File: src/rtl/hzc_pkg.sv
package hzc_pkg;
  localparam int TAG_W  = 8;
  localparam int CNT_W  = 4;
  localparam int AGEN_W = 2;

  typedef struct packed {
    logic [TAG_W-1:0]  tag;
    logic              is_br;
    logic              br_dly;
    logic              br_tkn;
    logic [CNT_W-1:0]  xfer_cnt;
    logic              ag_wr;
    logic [AGEN_W-1:0] ag_wr_idx;
    logic              ag_rd;
    logic [AGEN_W-1:0] ag_rd_idx;
  } instr_t;

  typedef struct packed {
    logic   vld;
    instr_t ins;
  } slot_t;
endpackage

File: src/rtl/hzc_slot_reg.sv
module hzc_slot_reg
  import hzc_pkg::*;
(
  input  logic  clk,
  input  logic  rst_n,
  input  logic  hold,
  input  slot_t nxt,
  output slot_t q
);
  always_ff @(posedge clk or negedge rst_n) begin
    if (!rst_n)     q <= '0;
    else if (!hold) q <= nxt;
  end
endmodule

File: src/rtl/hzc_exec_stage.sv
module hzc_exec_stage
  import hzc_pkg::*;
(
  input  logic  clk,
  input  logic  rst_n,
  input  slot_t nxt,
  output slot_t q,
  output logic  busy
);
  logic [CNT_W-1:0] extra_q;
  logic [CNT_W-1:0] extra_nxt;

  // extra cycles beyond the first; branches always take a single cycle
  always_comb begin
    extra_nxt = '0;
    if (nxt.vld && !nxt.ins.is_br && (nxt.ins.xfer_cnt > CNT_W'(1)))
      extra_nxt = nxt.ins.xfer_cnt - CNT_W'(1);
  end

  assign busy = q.vld && (extra_q != '0);

  always_ff @(posedge clk or negedge rst_n) begin
    if (!rst_n) begin
      q       <= '0;
      extra_q <= '0;
    end else if (busy) begin
      extra_q <= extra_q - CNT_W'(1);
    end else begin
      q       <= nxt;
      extra_q <= extra_nxt;
    end
  end
endmodule

File: src/rtl/hzc_hazard_unit.sv
module hzc_hazard_unit
  import hzc_pkg::*;
#(
  parameter int DELAY_SLOTS = 2
) (
  input  logic              e_vld,
  input  logic              e_busy,
  input  logic              e_is_br,
  input  logic              e_dly,
  input  logic              e_tkn,
  input  logic              e_ag_wr,
  input  logic [AGEN_W-1:0] e_ag_wr_idx,
  input  logic              d_vld,
  input  logic              d_ag_rd,
  input  logic [AGEN_W-1:0] d_ag_rd_idx,
  output logic              redirect,
  output logic              flush_f,
  output logic              flush_d,
  output logic              ag_hold
);
  localparam bit KEEP_D = (DELAY_SLOTS >= 1);
  localparam bit KEEP_F = (DELAY_SLOTS >= 2);

  logic kill_d, kill_f;

  assign redirect = e_vld && !e_busy && e_is_br && e_tkn;

  generate
    if (KEEP_D) begin : g_keep_d
      assign kill_d = redirect && !e_dly;
    end else begin : g_kill_d
      assign kill_d = redirect;
    end
    if (KEEP_F) begin : g_keep_f
      assign kill_f = redirect && !e_dly;
    end else begin : g_kill_f
      assign kill_f = redirect;
    end
  endgenerate

  assign flush_d = kill_d;
  assign flush_f = kill_f;

  // squash has priority: a decode slot being flushed never interlocks
  assign ag_hold = !e_busy && e_vld && e_ag_wr && d_vld && d_ag_rd &&
                   (d_ag_rd_idx == e_ag_wr_idx) && !kill_d;
endmodule

File: src/rtl/hzc_pipe_ctrl.sv
module hzc_pipe_ctrl
  import hzc_pkg::*;
#(
  parameter int DELAY_SLOTS = 2
) (
  input  logic              clk,
  input  logic              rst_n,
  input  logic              in_valid,
  output logic              in_ready,
  input  logic [TAG_W-1:0]  in_tag,
  input  logic              in_is_br,
  input  logic              in_br_dly,
  input  logic              in_br_tkn,
  input  logic [CNT_W-1:0]  in_xfer_cnt,
  input  logic              in_ag_wr,
  input  logic [AGEN_W-1:0] in_ag_wr_idx,
  input  logic              in_ag_rd,
  input  logic [AGEN_W-1:0] in_ag_rd_idx,
  output logic              hold_f,
  output logic              hold_d,
  output logic              bubble_e,
  output logic              flush_f,
  output logic              flush_d,
  output logic              redirect,
  output logic [TAG_W-1:0]  redirect_tag,
  output logic              f_valid,
  output logic [TAG_W-1:0]  f_tag,
  output logic              d_valid,
  output logic [TAG_W-1:0]  d_tag,
  output logic              e_valid,
  output logic [TAG_W-1:0]  e_tag,
  output logic              ret_valid,
  output logic [TAG_W-1:0]  ret_tag
);
  localparam int FD_STAGES = 2;  // slot 0 = fetch, slot 1 = decode

  slot_t fd_nxt [FD_STAGES];
  slot_t fd_q   [FD_STAGES];
  logic  fd_hold[FD_STAGES];
  slot_t e_nxt, e_q;
  logic  e_busy, ag_hold;

  hzc_hazard_unit #(.DELAY_SLOTS(DELAY_SLOTS)) u_haz (
    .e_vld       (e_q.vld),
    .e_busy      (e_busy),
    .e_is_br     (e_q.ins.is_br),
    .e_dly       (e_q.ins.br_dly),
    .e_tkn       (e_q.ins.br_tkn),
    .e_ag_wr     (e_q.ins.ag_wr),
    .e_ag_wr_idx (e_q.ins.ag_wr_idx),
    .d_vld       (fd_q[1].vld),
    .d_ag_rd     (fd_q[1].ins.ag_rd),
    .d_ag_rd_idx (fd_q[1].ins.ag_rd_idx),
    .redirect    (redirect),
    .flush_f     (flush_f),
    .flush_d     (flush_d),
    .ag_hold     (ag_hold)
  );

  assign hold_d   = e_busy || ag_hold;
  assign hold_f   = hold_d;
  assign bubble_e = ag_hold;
  assign in_ready = !hold_f;

  // fetch takes the stream; decode takes fetch unless fetch is squashed
  always_comb begin
    fd_nxt[0].vld   = in_valid;
    fd_nxt[0].ins   = '{tag: in_tag, is_br: in_is_br, br_dly: in_br_dly,
                        br_tkn: in_br_tkn, xfer_cnt: in_xfer_cnt,
                        ag_wr: in_ag_wr, ag_wr_idx: in_ag_wr_idx,
                        ag_rd: in_ag_rd, ag_rd_idx: in_ag_rd_idx};
    fd_nxt[1].vld   = fd_q[0].vld && !flush_f;
    fd_nxt[1].ins   = fd_q[0].ins;
    fd_hold[0]      = hold_f;
    fd_hold[1]      = hold_d;
  end

  generate
    for (genvar s = 0; s < FD_STAGES; s++) begin : g_fd
      hzc_slot_reg u_slot (
        .clk   (clk),
        .rst_n (rst_n),
        .hold  (fd_hold[s]),
        .nxt   (fd_nxt[s]),
        .q     (fd_q[s])
      );
    end
  endgenerate

  always_comb begin
    e_nxt.ins = fd_q[1].ins;
    e_nxt.vld = fd_q[1].vld && !flush_d && !ag_hold;
  end

  hzc_exec_stage u_ex (
    .clk   (clk),
    .rst_n (rst_n),
    .nxt   (e_nxt),
    .q     (e_q),
    .busy  (e_busy)
  );

  assign f_valid      = fd_q[0].vld;
  assign f_tag        = fd_q[0].ins.tag;
  assign d_valid      = fd_q[1].vld;
  assign d_tag        = fd_q[1].ins.tag;
  assign e_valid      = e_q.vld;
  assign e_tag        = e_q.ins.tag;
  assign ret_valid    = e_q.vld && !e_busy;
  assign ret_tag      = e_q.ins.tag;
  assign redirect_tag = e_q.ins.tag;

  logic unused_e_bits;
  assign unused_e_bits = ^{e_q.ins.xfer_cnt, e_q.ins.ag_rd, e_q.ins.ag_rd_idx};
endmodule

File: config.mk
export PLATFORM = sky130hd
export DESIGN_NAME = hzc_pipe_ctrl
export DESIGN_NICKNAME = d
export VERILOG_FILES = /design/src/rtl/hzc_pkg.sv /design/src/rtl/hzc_slot_reg.sv /design/src/rtl/hzc_exec_stage.sv /design/src/rtl/hzc_hazard_unit.sv /design/src/rtl/hzc_pipe_ctrl.sv
export SDC_FILE = /design/constraint.sdc
export NUM_CORES = 1
export LEC_CHECK = 0
export BUFFER_PORTS_ARGS = -buffer_cell sky130_fd_sc_hd__buf_4
export CELL_PAD_IN_SITES_DETAIL_PLACEMENT = 1
export CELL_PAD_IN_SITES_GLOBAL_PLACEMENT = 2
export CORE_MARGIN = 4
export CORE_UTILIZATION = 39
export DETAILED_ROUTE_END_ITERATION = 12
export HOLD_SLACK_MARGIN = 0.12
export PLACE_DENSITY = 0.95
export REMOVE_ABC_BUFFERS = 1
export SLEW_MARGIN = 20
export SYNTH_ARGS = -nofsm -noshare
export SYNTH_HDL_FRONTEND = slang
export SYNTH_SLANG_ARGS = --single-unit
File: constraint.sdc
create_clock -name clk -period 4.9 [get_ports clk]
set_clock_uncertainty 0.2 [all_clocks]
set_input_delay 1.225 -clock clk [delete_from_list [all_inputs] [get_ports clk]]
set_output_delay 1.225 -clock clk [all_outputs]
set_load 0.01 [all_outputs]
# Yosys cells after proc, flatten, opt, wreduce, memory -nomap -nowiden
# Cells that the tools add are included.
[word_totals]
reg_bits = 63
in_bits = 24
output_inout_bits = 51
elab_cells = 57
[op_classes]
add_sub_neg = 2
n_lt_le_gt_ge = 1
n_eq_ne = 1
mux = 2
n_reduce_logical = 23
[ops]
columns = ["operator", "n"]
rows = [
  ["logical AND 1 bit", 15],
  ["2-to-1 mux 4 bit", 2],
  ["subtractor 4 x 1 -> 4 bit, second input constant", 2],
  ["logical NOT 1 bit", 6],
  ["> comparator 4 x 1 -> 1 bit, second input constant", 1],
  ["nonzero test 4 bit", 1],
  ["== test 2 bit", 1],
  ["logical OR 1 bit", 1],
]

# Depth between registers and ports, before layout
# Gate-level depths: netlist of the first run.
[logic_depth]
ltp_word = 15
depth_mapped = 9
depth_no_buf = 6

# Hierarchy
# Synthesis of the first run repeated with hierarchy kept, for this count alone.
[unflattened]
cells_unflattened = 198
area_unflattened_um2 = 2972.9
[by_module_without_submodules]
columns = ["module", "instances", "cells_each", "area_per_inst_um2", "seq_area_each_um2"]
rows = [
  ["hzc_slot_reg", 2, 46, 820.8, 550.5],
  ["hzc_exec_stage", 1, 74, 1089.8, 650.6],
  ["hzc_pipe_ctrl", 1, 22, 157.7, 0.0],
  ["hzc_hazard_unit", 1, 10, 83.8, 0.0],
]

# Worst setup path before layout of the first run
# OpenSTA, ideal clock, no wires.
[synth_path]
path_type = "register to output"
start = "register u_ex.extra_q[0]"
end = "output hold_f"
arrival_time_ns = 1.720
t_required_ns = 3.475
path_slack_ns = 1.755
path_stages_with_launch = 10
n_path_buf = 3
cell_sequence = "dfrtp_1 > inv_1 > ha_1 > or3b_1 > nand2_1 > o31a_1 > buf_6 > buf_12 > inv_1 > buf_4"
[synth_via]
elab_chain_len = 10
elab_cells_between_ends = 14
classes_between = "14 x reduce/logical"
[synth_lines]
columns = ["element", "line_no", "rtl"]
rows = [
  ["start: declaration", "hzc_exec_stage.sv:10", "logic [CNT_W-1:0] extra_q;"],
  ["start signal: assignment", "hzc_exec_stage.sv:27", "extra_q <= extra_q - CNT_W'(1);"],
  ["start signal: assignment", "hzc_exec_stage.sv:30", "extra_q <= extra_nxt;"],
  ["nonzero test 4 bit *", "hzc_exec_stage.sv:20", "assign busy = q.vld && (extra_q != '0);"],
  ["logical AND 1 bit *", "hzc_exec_stage.sv:20", ""],
  ["logical NOT 1 bit", "hzc_hazard_unit.sv:26, hzc_hazard_unit.sv:45", ""],
  ["logical AND 1 bit", "hzc_hazard_unit.sv:26, hzc_hazard_unit.sv:45", ""],
  ["logical AND 1 bit (on tied branches) (2 in a row)", "hzc_hazard_unit.sv:45, hzc_hazard_unit.sv:26", ""],
  ["logical AND 1 bit (on tied branches)", "hzc_hazard_unit.sv:45, hzc_hazard_unit.sv:30", ""],
  ["logical AND 1 bit / logical NOT 1 bit (equally long branches)", "hzc_hazard_unit.sv:45, hzc_hazard_unit.sv:46", ""],
  ["logical AND 1 bit", "hzc_hazard_unit.sv:46", "(d_ag_rd_idx == e_ag_wr_idx) && !kill_d;"],
  ["logical OR 1 bit *", "hzc_pipe_ctrl.sv:60", "assign hold_d = e_busy || ag_hold;"],
  ["end: declaration", "hzc_pipe_ctrl.sv:19", "output logic hold_f,"],
]
# Every way passes the cells marked *; elsewhere a longest branch is shown, timed or not.

# Worst setup path in the final report of the first run
# Ends and elaborated chain as after synthesis.

==> metrics.md, run 1 <==
| Metric | Value |
|---|---|
| Pins over their slew limit | `0` |
| Min-delay worst type | `flop to flop` |
| Top FF cell, synth | `sky130_fd_sc_hd__dfrtp_1` |
| Main combinational cell family by area after synthesis | `multiplexers` |
| Vias per cell | `4.65` |
| HPWL reported at the end of detailed placement | `4310 um` |
| Worst max-slew margin expressed relative to the limit | `47.3%` |
| Die Area | `9350 um^2` |
| Final weighted congestion in routability-driven placement | `0.647` |
| Count of cells resized by post-cts repair | `0` |
| Height of the die | `96.7 um` |
| CTS tree | `done` |
| Final-report hold violation count | `0` |
| CP max FO | `21` |
| Final nets | `279` |
| Overall die width | `96.7 um` |
| Fmax | `0.269 GHz` |
| Leakage power total | `1.68 nW` |
| Critical path data arrival time | `2.29 ns` |
| Final Cycle Share | `75.8%` |
| Root buffer selected by CTS | `sky130_fd_sc_hd__clkbuf_8` |
| First-pass detailed-route iteration total | `4` |
| Share of total power consumed by net switching | `34.5%` |
| DRC violation total after the first TritonRoute iteration | `47` |
| Maximum buffer depth of the clock tree | `2` |
| Post-CTS setup buffer count | `0` |
| Number of buffers inserted by hold repair at cts | `0` |
| Starting density of the core | `39.9%` |
| Residual DRC count | `0` |
| Critical path data required time | `3.47 ns` |
| WP buf/inv | `4` |
| Max-capacitance violation count | `0` |
| Yosys Warn Count | `0` |
| Buffers added on ports | `74` |
| Internal portion of total power | `1.85 mW` |
| Final antenna-violating net count | `0` |
| Sinks on Clock Net | `63` |
| Placement row count | `32` |
| Clock insertion delay at the later pin of the skew report | `0.33 ns` |
| Layout cell share with drive strength beyond 1 | `58.8%` |
| Cells along the critical path | `inv_1 > ha_1 > or3b_1 > nand2_1 > buf_4 > o31a_2 > inv_1 > buf_4` |
| Final standard cell utilization of the core | `45.7%` |
| Cell with the biggest individual delay on the critical path | `sky130_fd_sc_hd__dfrtp_1` |
| RSZ-0062 raised after global routing | `false` |
| Worst Setup End Kind | `output port` |
| Net switching power of the design | `0.978 mW` |
| Outcome | `finished, final reports clean` |
| Number of different library cells in the post-synthesis netlist | `29` |
| Number of buffers created by CTS | `9` |
| Cell count after placement | `343` |
| Ant. Diodes | `0` |
| Total via count after detailed routing | `1671` |
| Proportion of synthesized chip area in sequential cells | `51.4%` |
| Antenna violations before repair | `0` |
| Share of async-settable or async-resettable flops after synthesis | `100%` |
| Post-synthesis instance total | `213` |
| Count of non-filler cells in the finished layout | `359` |
| Period minus WS final | `3.71 ns` |
| Post-synth EDFFs | `0` |
| Congestion Overflow GR | `0` |
| Wire length per cell | `16.5 um` |
| Total wire length | `5920 um` |
| Area of the placeable core | `7690 um^2` |
| Synthesized-area fraction occupied by and/or/nand/nor cells | `3.38%` |
| Share of total power in combinational logic | `50.5%` |
| Xor/xnor cell area share of the yosys netlist | `1.71%` |
| Register clock-pin slew on the reported worst setup and hold paths | `0.07 ns` |
| Global-route total usage across every layer | `13.4%` |
| CTS H-tree lvls | `3` |
| Vias in the first global route | `1958` |
| Mux cell area share after synthesis | `25.4%` |
| Largest voltage drop on the vdd net | `425 uV` |
| Post-Synthesis Cell Area | `3070 um^2` |
| Maximum number of pins on one net before global-route repair | `64` |
| CP Launch Type | `flop` |
| Critical path class | `flop to output port` |
| Area growth from synthesis to layout | `14.6%` |
| Final total power | `2.83 mW` |
| Number of top-level pins | `75` |
| Wire length of the first global-routing pass | `10100 um` |
| Count of final setup violators | `0` |
| Complex-gate fraction of the synthesized area | `2.28%` |
| Crit-path max cell delay | `0.40 ns` |
| Share of synthesized cell area in full adder, half adder and majority cells | `1.22%` |
| Number of synthesized register bits | `63` |
| Synthesized area divided by synthesized cell count | `14.4 um^2` |
| Clock share of power | `13.2%` |
| Reg power frac | `36.3%` |
| Largest delay contributor family on the critical path | `buffers and inverters` |
| Power Dens Cells | `806 nW/um^2` |
| Worst-Margin Slew | `0.790 ns` |
per-layer routing:
layer,share of wire [%],vias up,track usage (%),wire [um]
met5,0,-,0,0
met4,1.3,0,4.00,78
met3,5.7,8,4.69,339
met2,49,54,21.2,2890
met1,44,848,17.3,2620
li1,-,761,-,-
stage by stage:
stage / worst slack [ns] / setup TNS (ns) / hold slack (ns) / instance area (um^2)
after global routing: 1.01 / 0 / 0.324 / 3520
after CTS: 1.15 / 0 / 0.307 / 3520
after floorplan: -0.200 / -0.401 / 0.269 / 2650
after detailed placement: 1.52 / 0 / 0.290 / 3360
after global placement: 1.61 / 0 / 0.283 / 3360
final: 1.19 / 0 / 0.305 / 3520
final timing paths:
path,endpoint,slack [ns],startpoint,cells past startpoint
setup / recovery,hold_f,1.19,u_ex.extra_q[0]$_DFF_PN0_,8
hold / removal,u_ex.q[5]$_DFFE_PN0P_,0.30,u_ex.q[5]$_DFFE_PN0P_,1
setup reg to reg,g_fd[0].u_slot.q[3]$_DFFE_PN0P_,2.07,u_ex.extra_q[0]$_DFF_PN0_,8
hold reg to reg,u_ex.q[5]$_DFFE_PN0P_,0.30,u_ex.q[5]$_DFFE_PN0P_,1
max in group asynchronous,u_ex.q[3]$_DFFE_PN0P_,3.19,rst_n,1
min in group asynchronous,g_fd[1].u_slot.q[12]$_DFFE_PN0P_,0.77,rst_n,1
power groups by stage:
stage / clock network (mW) / logic [mW] / registers [mW]
5_1_grt: 0.412 / 1.54 / 1.08
3_5_place_dp: 0 / 1.45 / 1.04
2_1_floorplan: 0 / 0.896 / 1.06
6_report: 0.375 / 1.43 / 1.03
4_1_cts: 0.385 / 1.45 / 1.04
3_3_place_gp: 0 / 1.40 / 1.02
cells in the final DEF (no fill, tap or decap), drive strengths merged, types with 2 or more instances in the layout:
master / Yosys / routed
nand2: 3 / 3
nor3: 3 / 3
o22ai: 4 / 4
inv: 8 / 8
nor2: 2 / 2
clkbuf: 0 / 12
and3: 2 / 2
buf: 49 / 77
xnor2: 6 / 6
ha: 3 / 3
dfrtp: 63 / 63
clkinv: 0 / 3
mux2: 57 / 57
state kept, by name, summed over array words and instances, names as in the netlist:
register,cells
g_fd.u_slot.q,44
u_ex.q,15
u_ex.extra_q,4
cells in the mapped netlist (all sizes together), types with 2 or more instances:
master / number / area share [%]
nor2: 2 / 0.24
nor3: 3 / 0.49
xnor2: 6 / 1.7
inv: 8 / 0.98
o22ai: 4 / 0.82
nand2: 3 / 0.45
dfrtp: 63 / 51
mux2: 57 / 25
ha: 3 / 1.2
buf: 49 / 14
and3: 2 / 0.41
cells by family (layout without fill, tap and decap cells):
logic type | count (synthesis) | count (layout)
fa+ha+maj | 3 | 3
simple gates | 17 | 17
flops | 63 | 63
xor+xnor | 6 | 6
buf+inv | 57 | 101
compound gates | 10 | 10
mux | 57 | 57
area by class of cell:
| type | count | area [um^2] |
|---|---|---|
| Fill cell | 828 | 4170 |
| Sequential cell | 63 | 1580 |
| Multi-Input combinational cell | 93 | 1050 |
| Timing Repair Buffer | 77 | 578 |
| Clock buffer | 12 | 135 |
| Tap cell | 102 | 128 |
| Inverter | 8 | 30.0 |
| Clock inverter | 4 | 22.5 |
Power figures use the tool's default switching activity.
==> run 2, diff against run 1 <==
Settings changed: ABC_AREA set to 1, CORE_UTILIZATION 39 to 31, PLACE_DENSITY 0.95 to 0.89.
Clock period 4.9 ns to 3.7 ns, I/O delays scaled along.
==> run 2 against run 1 <==
Die area is 24% higher; power is 25% higher; synthesized cell count is 70% higher; count of clock-buffer cells in the layout stayed put; worst hold slack worse by 0.033 ns; area after synthesis hardly changed; first-iteration DRC count is 100% higher; cell area is 1.7% higher; non-clock buffer count stayed put; register-to-register slack worse by 0.76 ns; combinational power is 18% higher; critical endpoint is now in_ready; largest power group unchanged; highest routed layer unchanged.
==> metrics.md, run 2 <==
| Metric | Value |
|---|---|
| Outcome | `finished, final reports clean (unchanged)` |
| Area growth from synthesis to layout | `16.6% (was 14.6%)` |
| Post-synthesis instance total | `362 (was 213)` |
| Power Dens Cells | `992 nW/um^2 (was 806 nW/um^2)` |
| Fmax | `0.303 GHz` |
| Global-route total usage across every layer | `13.3% (was 13.4%)` |
| Max FFs per register | `44 (unchanged)` |
| Congestion Overflow GR | `0 (unchanged)` |
| Total via count after detailed routing | `2374 (was 1671)` |
| Top FF cell, synth | `sky130_fd_sc_hd__dfrtp_1 (unchanged)` |
| Overall die width | `108 um (was 96.7 um)` |
| CP Launch Type | `flop (unchanged)` |
| Final Cycle Share | `89.1%` |
| Depth of the worst register-to-register path | `10 (was 8)` |
| Yosys Warn Count | `0 (unchanged)` |
| Worst-Margin Slew | `0.797 ns (was 0.790 ns)` |
| End point of the worst hold path | `g_fd[1].u_slot.q[11]$_DFFE_PN0P_ (was u_ex.q[5]$_DFFE_PN0P_)` |
| Worst Setup End Kind | `output port (unchanged)` |
| Sinks on Clock Net | `63 (unchanged)` |
| CTS tree | `done (unchanged)` |
| Period minus WS final | `3.30 ns` |
| Setup Total Neg Slack | `0 ns (unchanged)` |
| Cell count of the worst hold path | `2 (was 1)` |
| Startpoint of the worst register-to-register path | `u_ex.extra_q[0]$_DFF_PN0_ (unchanged)` |
| Post-synth EDFFs | `0 (unchanged)` |
| Proportion of netlist area held by the largest area contributor | `51.4% (about the same)` |
| Pins over their slew limit | `0 (unchanged)` |
| Height of the die | `108 um (was 96.7 um)` |
| Final antenna-violating net count | `0 (unchanged)` |
| Count of final setup violators | `0 (unchanged)` |
| Die Area | `11600 um^2 (was 9350 um^2)` |
| Max-capacitance violation count | `0 (unchanged)` |
| Registers with the most flip-flops | `g_fd.u_slot.q: 44 flops, u_ex.q: 15 flops, u_ex.extra_q: 4 flops (unchanged)` |
| Cell with the biggest individual delay on the critical path | `sky130_fd_sc_hd__dfrtp_1 (unchanged)` |
| Vias per cell | `4.48 (was 4.65)` |
| Most used cells in the layout excluding fill and tap cells | `141 x sky130_fd_sc_hd__nand2_1, 77 x sky130_fd_sc_hd__buf_4, 63 x sky130_fd_sc_hd__dfrtp_1, 45 x sky130_fd_sc_hd__nand3_1, 16 x sky130_fd_sc_hd__inv_1 (was 77 x sky130_fd_sc_hd__buf_4, 63 x sky130_fd_sc_hd__dfrtp_1, 37 x sky130_fd_sc_hd__mux2_4, 20 x sky130_fd_sc_hd__mux2_2, 9 x sky130_fd_sc_hd__clkbuf_8)` |
| Register clock-pin slew on the reported worst setup and hold paths | `0.07 ns (about the same)` |
| Number of synthesized register bits | `63 (unchanged)` |
| Placement row count | `36 (was 32)` |
| Most used standard cells in the synthesized netlist | `142 x sky130_fd_sc_hd__nand2_1, 63 x sky130_fd_sc_hd__dfrtp_1, 46 x sky130_fd_sc_hd__buf_4 (was 63 x sky130_fd_sc_hd__dfrtp_1, 42 x sky130_fd_sc_hd__buf_4, 37 x sky130_fd_sc_hd__mux2_4)` |
| Most common cell after layout, fill and taps aside | `sky130_fd_sc_hd__nand2_1 (was sky130_fd_sc_hd__buf_4)` |
| Share of async-settable or async-resettable flops after synthesis | `100% (unchanged)` |
| Hold Startpoint | `g_fd[1].u_slot.q[11]$_DFFE_PN0P_ (was u_ex.q[5]$_DFFE_PN0P_)` |
| DRC violation total after the first TritonRoute iteration | `94 (was 47)` |
| Total wire length | `7050 um (was 5920 um)` |
| WP buf/inv | `3 (was 4)` |
| Vias in the first global route | `2584 (was 1958)` |
| Final-report hold violation count | `0 (unchanged)` |
| Synthesized area divided by synthesized cell count | `8.48 um^2 (was 14.4 um^2)` |
| Most flops, register | `g_fd.u_slot.q (unchanged)` |
| Maximum number of pins on one net before global-route repair | `65 (was 64)` |
| Final total power | `3.55 mW (was 2.83 mW)` |
| Critical path data arrival time | `2.17 ns (was 2.29 ns)` |
| Most frequent cell after synthesis | `sky130_fd_sc_hd__nand2_1 (was sky130_fd_sc_hd__dfrtp_1)` |
| Final worst slack | `0.402 ns (was 1.19 ns)` |
| R2r setup slk | `1.31 ns (was 2.07 ns)` |
| Count of cells resized by post-cts repair | `0 (unchanged)` |
| Critical path class | `flop to output port (unchanged)` |
| Number of buffers created by CTS | `9 (unchanged)` |
| Critical path data required time | `2.57 ns (was 3.47 ns)` |
| Ant. Diodes | `0 (unchanged)` |
| Root buffer selected by CTS | `sky130_fd_sc_hd__clkbuf_8 (unchanged)` |
| Wire length per cell | `13.3 um (was 16.5 um)` |
| CTS H-tree lvls | `3 (unchanged)` |
| Largest delay contributor family on the critical path | `simple AND/OR/NAND/NOR gates (was buffers and inverters)` |
| Synth area leaders | `sky130_fd_sc_hd__dfrtp_1 51%, sky130_fd_sc_hd__nand2_1 17%, sky130_fd_sc_hd__buf_4 11%, sky130_fd_sc_hd__nand3_1 7.3%, sky130_fd_sc_hd__inv_1 2.0% (was sky130_fd_sc_hd__dfrtp_1 51%, sky130_fd_sc_hd__mux2_4 18%, sky130_fd_sc_hd__buf_4 10%, sky130_fd_sc_hd__mux2_2 7.3%, sky130_fd_sc_hd__buf_12 2.6%)` |
| Post-CTS setup buffer count | `0 (unchanged)` |
| Number of buffers inserted by hold repair at cts | `0 (unchanged)` |
| Number of different library cells in the post-synthesis netlist | `22 (was 29)` |
| Final nets | `419 (was 279)` |
| Endpoint of the most critical register-to-register path | `g_fd[1].u_slot.q[4]$_DFFE_PN0P_ (was g_fd[0].u_slot.q[3]$_DFFE_PN0P_)` |
| Post-placement setup slack | `0.715 ns (was 1.52 ns)` |
| CP max FO | `30 (was 21)` |
| Residual DRC count | `0 (unchanged)` |
| Post-Synthesis Cell Area | `3070 um^2 (about the same)` |
| Layout cell share with drive strength beyond 1 | `25.2% (was 58.8%)` |
| Min-delay worst type | `flop to flop (unchanged)` |
| Cells along the critical path | `inv_1 > ha_1 > nand3_2 > nor2_4 > nand2_2 > nand2_4 > nand2_4 > inv_1 > buf_4 (was inv_1 > ha_1 > or3b_1 > nand2_1 > buf_4 > o31a_2 > inv_1 > buf_4)` |
| Buffers added on ports | `74 (unchanged)` |
| Starting density of the core | `31.5% (was 39.9%)` |
| Wire length of the first global-routing pass | `12200 um (was 10100 um)` |
| Final weighted congestion in routability-driven placement | `0.744 (was 0.647)` |
| Worst max-slew margin expressed relative to the limit | `46.9% (was 47.3%)` |
| RSZ-0062 raised after global routing | `false (unchanged)` |
| Antenna violations before repair | `0 (unchanged)` |
| Area of the placeable core | `9730 um^2 (was 7690 um^2)` |
| HPWL reported at the end of detailed placement | `4740 um (was 4310 um)` |
| Leakage power total | `1.95 nW (was 1.68 nW)` |
| Most area-hungry cell type in the Yosys netlist | `sky130_fd_sc_hd__dfrtp_1 (unchanged)` |
| Worst hold margin | `0.272 ns (was 0.305 ns)` |
| Crit-path max cell delay | `0.36 ns (was 0.40 ns)` |
| Largest voltage drop on the vdd net | `353 uV (was 425 uV)` |
| Number of top-level pins | `75 (unchanged)` |
| Proportion of synthesized chip area in sequential cells | `51.4% (about the same)` |
| First-pass detailed-route iteration total | `4 (unchanged)` |
| Clock insertion delay at the later pin of the skew report | `0.34 ns (was 0.33 ns)` |
| Maximum buffer depth of the clock tree | `2 (unchanged)` |
-- run 2: routing by layer --
metal,routed length [um],up-vias,track usage [%]
met1,3230,1164,16.8
li1,-,1146,-
met2,3380,55,21.7
met3,322,9,3.54
met5,0,-,0
met4,121,0,4.87
-- run 2: how the worst max path moves through the flow --
stage,cells after the start,slack [ns],startpoint,to
6_report,9,0.40,u_ex.extra_q[0]$_DFF_PN0_,in_ready
5_1_grt,9,0.21,u_ex.extra_q[0]$_DFF_PN0_,in_ready
4_1_cts,9,0.34,u_ex.extra_q[0]$_DFF_PN0_,in_ready
3_5_place_dp,9,0.72,u_ex.extra_q[0]$_DFF_PN0_,in_ready
3_3_place_gp,9,0.80,u_ex.extra_q[0]$_DFF_PN0_,in_ready
2_1_floorplan,6,0.12,u_ex.extra_q[0]$_DFF_PN0_,in_ready
-- run 2: power breakdown --
group / internal [mW] / leakage, nW / switching, mW
Clock: 0.327 / 0.100 / 0.256
Combinational: 0.685 / 1.07 / 1.01
Sequential: 1.03 / 0.780 / 0.239
Total: 2.05 / 1.95 / 1.50
-- run 2: cell families (layout without fill, tap and decap cells) --
group / count (synthesis) / after routing / share of synthesized area (%)
xor+xnor: 3 / 3 / 0.856
compound gates: 5 / 5 / 0.815
fa+ha+maj: 3 / 3 / 1.22
flops: 63 / 63 / 51.4
simple gates: 213 / 213 / 29.7
buf+inv: 75 / 110 / 16.1
-- run 2: area by class of cell --
cell class / count / area (um^2)
clock buffers: 12 / 145
multi-input cells: 224 / 1000
clock inverters: 4 / 45.0
repair buffers: 77 / 578
inverters: 17 / 63.8
well taps: 133 / 166
flip-flops and latches: 63 / 1580
fillers: 1202 / 6150
-- run 2: worst register-to-register path, stage by stage, from the launching register on --
cell	delay, ns
sky130_fd_sc_hd__dfrtp_1	0.36
sky130_fd_sc_hd__inv_1	0.09
sky130_fd_sc_hd__ha_1	0.23
sky130_fd_sc_hd__nand3_2	0.14
sky130_fd_sc_hd__nor2_4	0.14
sky130_fd_sc_hd__nand2_2	0.10
sky130_fd_sc_hd__nand2_4	0.29
sky130_fd_sc_hd__nand2_4	0.25
sky130_fd_sc_hd__buf_4	0.32
sky130_fd_sc_hd__nand2_1	0.12
sky130_fd_sc_hd__nand2_1	0.05
-- run 2: metrics by stage --
step	utilization [%]	area [um^2]	instances
3_3_place_gp	34.8	3390	514
5_1_grt	36.8	3580	530
6_report	36.8	3580	530
4_1_cts	36.8	3580	530
2_1_floorplan	-	2640	304
3_5_place_dp	34.8	3390	514
==> run 3, diff against run 2 <==
Settings changed: TNS_END_PERCENT set to 10.
Clock period 3.7 ns to 3.4 ns, I/O delays scaled along.
==> run 3 against run 2 <==
First-iteration DRC count fell by 33%; die area did not move; count of clock-buffer cells in the layout fell by 2; utilization rose by 0.57 points; register-to-register slack got worse by 0.06 ns; setup slack improved by 0.13 ns; clock power rose by 37%; cell area rose by 1.5%; combinational power rose by 9%; wire length rose by 2.0%; highest routed layer unchanged.
==> metrics.md, run 3 (same netlist as run 2, synthesis figures left out) <==
| Metric | Value |
|---|---|
| Largest voltage drop on the vdd net | `441 uV (was 353 uV)` |
| Final worst slack | `0.527 ns (was 0.402 ns)` |
| Maximum number of pins on one net before global-route repair | `65 (unchanged)` |
| Critical path data arrival time | `1.82 ns (was 2.17 ns)` |
| Worst hold margin | `0.274 ns (was 0.272 ns)` |
| Period minus WS final | `2.87 ns` |
| End point of the worst hold path | `g_fd[0].u_slot.q[4]$_DFFE_PN0P_ (was g_fd[1].u_slot.q[11]$_DFFE_PN0P_)` |
| Area of the placeable core | `9730 um^2 (unchanged)` |
| Starting density of the core | `31.5% (unchanged)` |
| Residual DRC count | `0 (unchanged)` |
| Clock insertion delay at the later pin of the skew report | `0.33 ns (was 0.34 ns)` |
| HPWL reported at the end of detailed placement | `4530 um (was 4740 um)` |
| Worst Setup End Kind | `output port (unchanged)` |
| Area growth from synthesis to layout | `18.3% (was 16.6%)` |
| First-pass detailed-route iteration total | `4 (unchanged)` |
| Layout cell share with drive strength beyond 1 | `25.7% (was 25.2%)` |
| Total wire length | `7190 um (was 7050 um)` |
| Die Area | `11600 um^2 (unchanged)` |
| Global-route total usage across every layer | `13.2% (was 13.3%)` |
| Final-report hold violation count | `0 (unchanged)` |
| Registers with the most flip-flops | `g_fd.u_slot.q: 44 flops, u_ex.q: 15 flops, u_ex.extra_q: 4 flops (unchanged)` |
| Pins over their slew limit | `0 (unchanged)` |
| Number of top-level pins | `75 (unchanged)` |
| Cell with the biggest individual delay on the critical path | `sky130_fd_sc_hd__dfrtp_1 (unchanged)` |
| Fmax | `0.348 GHz` |
| Setup Total Neg Slack | `0 ns (unchanged)` |
| Congestion Overflow GR | `0 (unchanged)` |
| Number of buffers inserted by hold repair at cts | `0 (unchanged)` |
| Final weighted congestion in routability-driven placement | `0.752 (was 0.744)` |
| Min-delay worst type | `flop to flop (unchanged)` |
| Cell count of the worst hold path | `2 (unchanged)` |
| Startpoint of the worst register-to-register path | `u_ex.extra_q[0]$_DFF_PN0_ (unchanged)` |
| Sinks on Clock Net | `63 (unchanged)` |
| Vias per cell | `4.43 (was 4.48)` |
| CP Launch Type | `flop (unchanged)` |
| Area post-placement | `3390 um^2 (unchanged)` |
| Endpoint of the most critical register-to-register path | `u_ex.extra_q[3]$_DFF_PN0_ (was g_fd[1].u_slot.q[4]$_DFFE_PN0P_)` |
| Vias in the first global route | `2562 (was 2584)` |
| Final cell area excluding filler cells | `3630 um^2 (was 3580 um^2)` |
| Wire length per cell | `13.6 um (was 13.3 um)` |
| Max FFs per register | `44 (unchanged)` |
| Filler Cells Inserted | `1181 (was 1202)` |
| Worst max-slew margin expressed relative to the limit | `45.5% (was 46.9%)` |
| RSZ-0062 raised after global routing | `false (unchanged)` |
| Height of the die | `108 um (unchanged)` |
| Antenna violations before repair | `0 (unchanged)` |
| Buffers added on ports | `74 (unchanged)` |
| Overall die width | `108 um (unchanged)` |
| Wire length of the first global-routing pass | `12100 um (was 12200 um)` |
| Crit-path max cell delay | `0.36 ns (about the same)` |
| Outcome | `finished, final reports clean (unchanged)` |
| Critical path class | `flop to output port (unchanged)` |
| Number of buffers created by CTS | `9 (unchanged)` |
| CTS tree | `done (unchanged)` |
| Post-placement setup slack | `0.843 ns (was 0.715 ns)` |
| Total via count after detailed routing | `2347 (was 2374)` |
| Worst setup path startpoint | `u_ex.extra_q[0]$_DFF_PN0_ (unchanged)` |
| Final antenna-violating net count | `0 (unchanged)` |
| Most used cells in the layout excluding fill and tap cells | `141 x sky130_fd_sc_hd__nand2_1, 77 x sky130_fd_sc_hd__buf_4, 63 x sky130_fd_sc_hd__dfrtp_1, 45 x sky130_fd_sc_hd__nand3_1, 16 x sky130_fd_sc_hd__inv_1 (unchanged)` |
| Critical path data required time | `2.35 ns (was 2.57 ns)` |
| Count of cells resized by post-cts repair | `0 (unchanged)` |
| Final total power | `4.02 mW (was 3.55 mW)` |
| Register clock-pin slew on the reported worst setup and hold paths | `0.07 ns (about the same)` |
| Cells along the critical path | `inv_1 > ha_1 > nand3_2 > nor2_4 > nand2_2 > nand2_4 > nand2_4 > inv_1 > buf_4 (unchanged)` |
| Leakage power total | `1.97 nW (was 1.95 nW)` |
| DRC violation total after the first TritonRoute iteration | `63 (was 94)` |
| Ant. Diodes | `0 (unchanged)` |
| Maximum buffer depth of the clock tree | `2 (unchanged)` |
| Count of final setup violators | `0 (unchanged)` |
| Power Dens Cells | `1110 nW/um^2 (was 992 nW/um^2)` |
| R2r setup slk | `1.25 ns (was 1.31 ns)` |
| Most flops, register | `g_fd.u_slot.q (unchanged)` |
| Final Cycle Share | `84.5%` |
| CTS H-tree lvls | `3 (unchanged)` |
| Hold Startpoint | `g_fd[0].u_slot.q[4]$_DFFE_PN0P_ (was g_fd[1].u_slot.q[11]$_DFFE_PN0P_)` |
| Most common cell after layout, fill and taps aside | `sky130_fd_sc_hd__nand2_1 (unchanged)` |
| Worst-Margin Slew | `0.818 ns (was 0.797 ns)` |
| CP max FO | `16 (was 30)` |
| Placement row count | `36 (unchanged)` |
| Root buffer selected by CTS | `sky130_fd_sc_hd__clkbuf_8 (unchanged)` |
| Final nets | `419 (unchanged)` |
| Post-CTS setup buffer count | `0 (unchanged)` |
| Max-capacitance violation count | `0 (unchanged)` |
| Depth of the worst register-to-register path | `9 (was 10)` |
==> run 3: cell types whose count changed in the layout (fill, tap and decap cells not counted) <==
cell | previous run | this run
sky130_fd_sc_hd__bufinv_16 | 1 | 3
sky130_fd_sc_hd__clkbuf_1 | 2 | 0
sky130_fd_sc_hd__clkinv_2 | 3 | 2
sky130_fd_sc_hd__clkinvlp_4 | 0 | 1
==> run 3: layout make-up <==
class	count	area (um^2)	share of cell area [%]
Sequential cell	63	1580	43.4
Multi-Input combinational cell	224	1000	27.6
Timing Repair Buffer	77	578	15.9
Tap cell	133	166	4.58
Clock buffer	10	138	3.79
Clock inverter	6	108	2.96
Inverter	17	63.8	1.76
==> run 3: worst max-delay path: cells and delay by family (launching register included) <==
family / cells / cell delay [ns]
fa+ha+maj: 1 / 0.23
buf+inv: 3 / 0.28
flops: 1 / 0.36
simple gates: 5 / 0.63
==> run 3: worst max-delay path by stage <==
stage / end / slack, ns
after detailed placement: in_ready / 0.84
final: in_ready / 0.53
after floorplan: in_ready / -0.10
after global routing: in_ready / 0.37
after CTS: in_ready / 0.48
after global placement: in_ready / 0.94
==> run 3: power breakdown <==
group	internal (mW)	switching [mW]	leakage (nW)
clock network	0.504	0.294	0.122
registers	1.13	0.258	0.780
logic	0.746	1.09	1.07
==> run 3: per-stage QoR <==
step / cells / utilization (%)
6_report: 530 / 37.3
5_1_grt: 530 / 37.3
4_1_cts: 530 / 37.3
3_5_place_dp: 514 / 34.8
3_3_place_gp: 514 / 34.8
2_1_floorplan: 304 / -
==> run 3: routing by layer <==
layer / GRT usage, % / vias up / wire (um)
met5: 0 / - / 0
met4: 5.14 / 0 / 104
met3: 3.36 / 10 / 388
met2: 21.0 / 53 / 3310
met1: 17.1 / 1138 / 3390
li1: - / 1146 / -
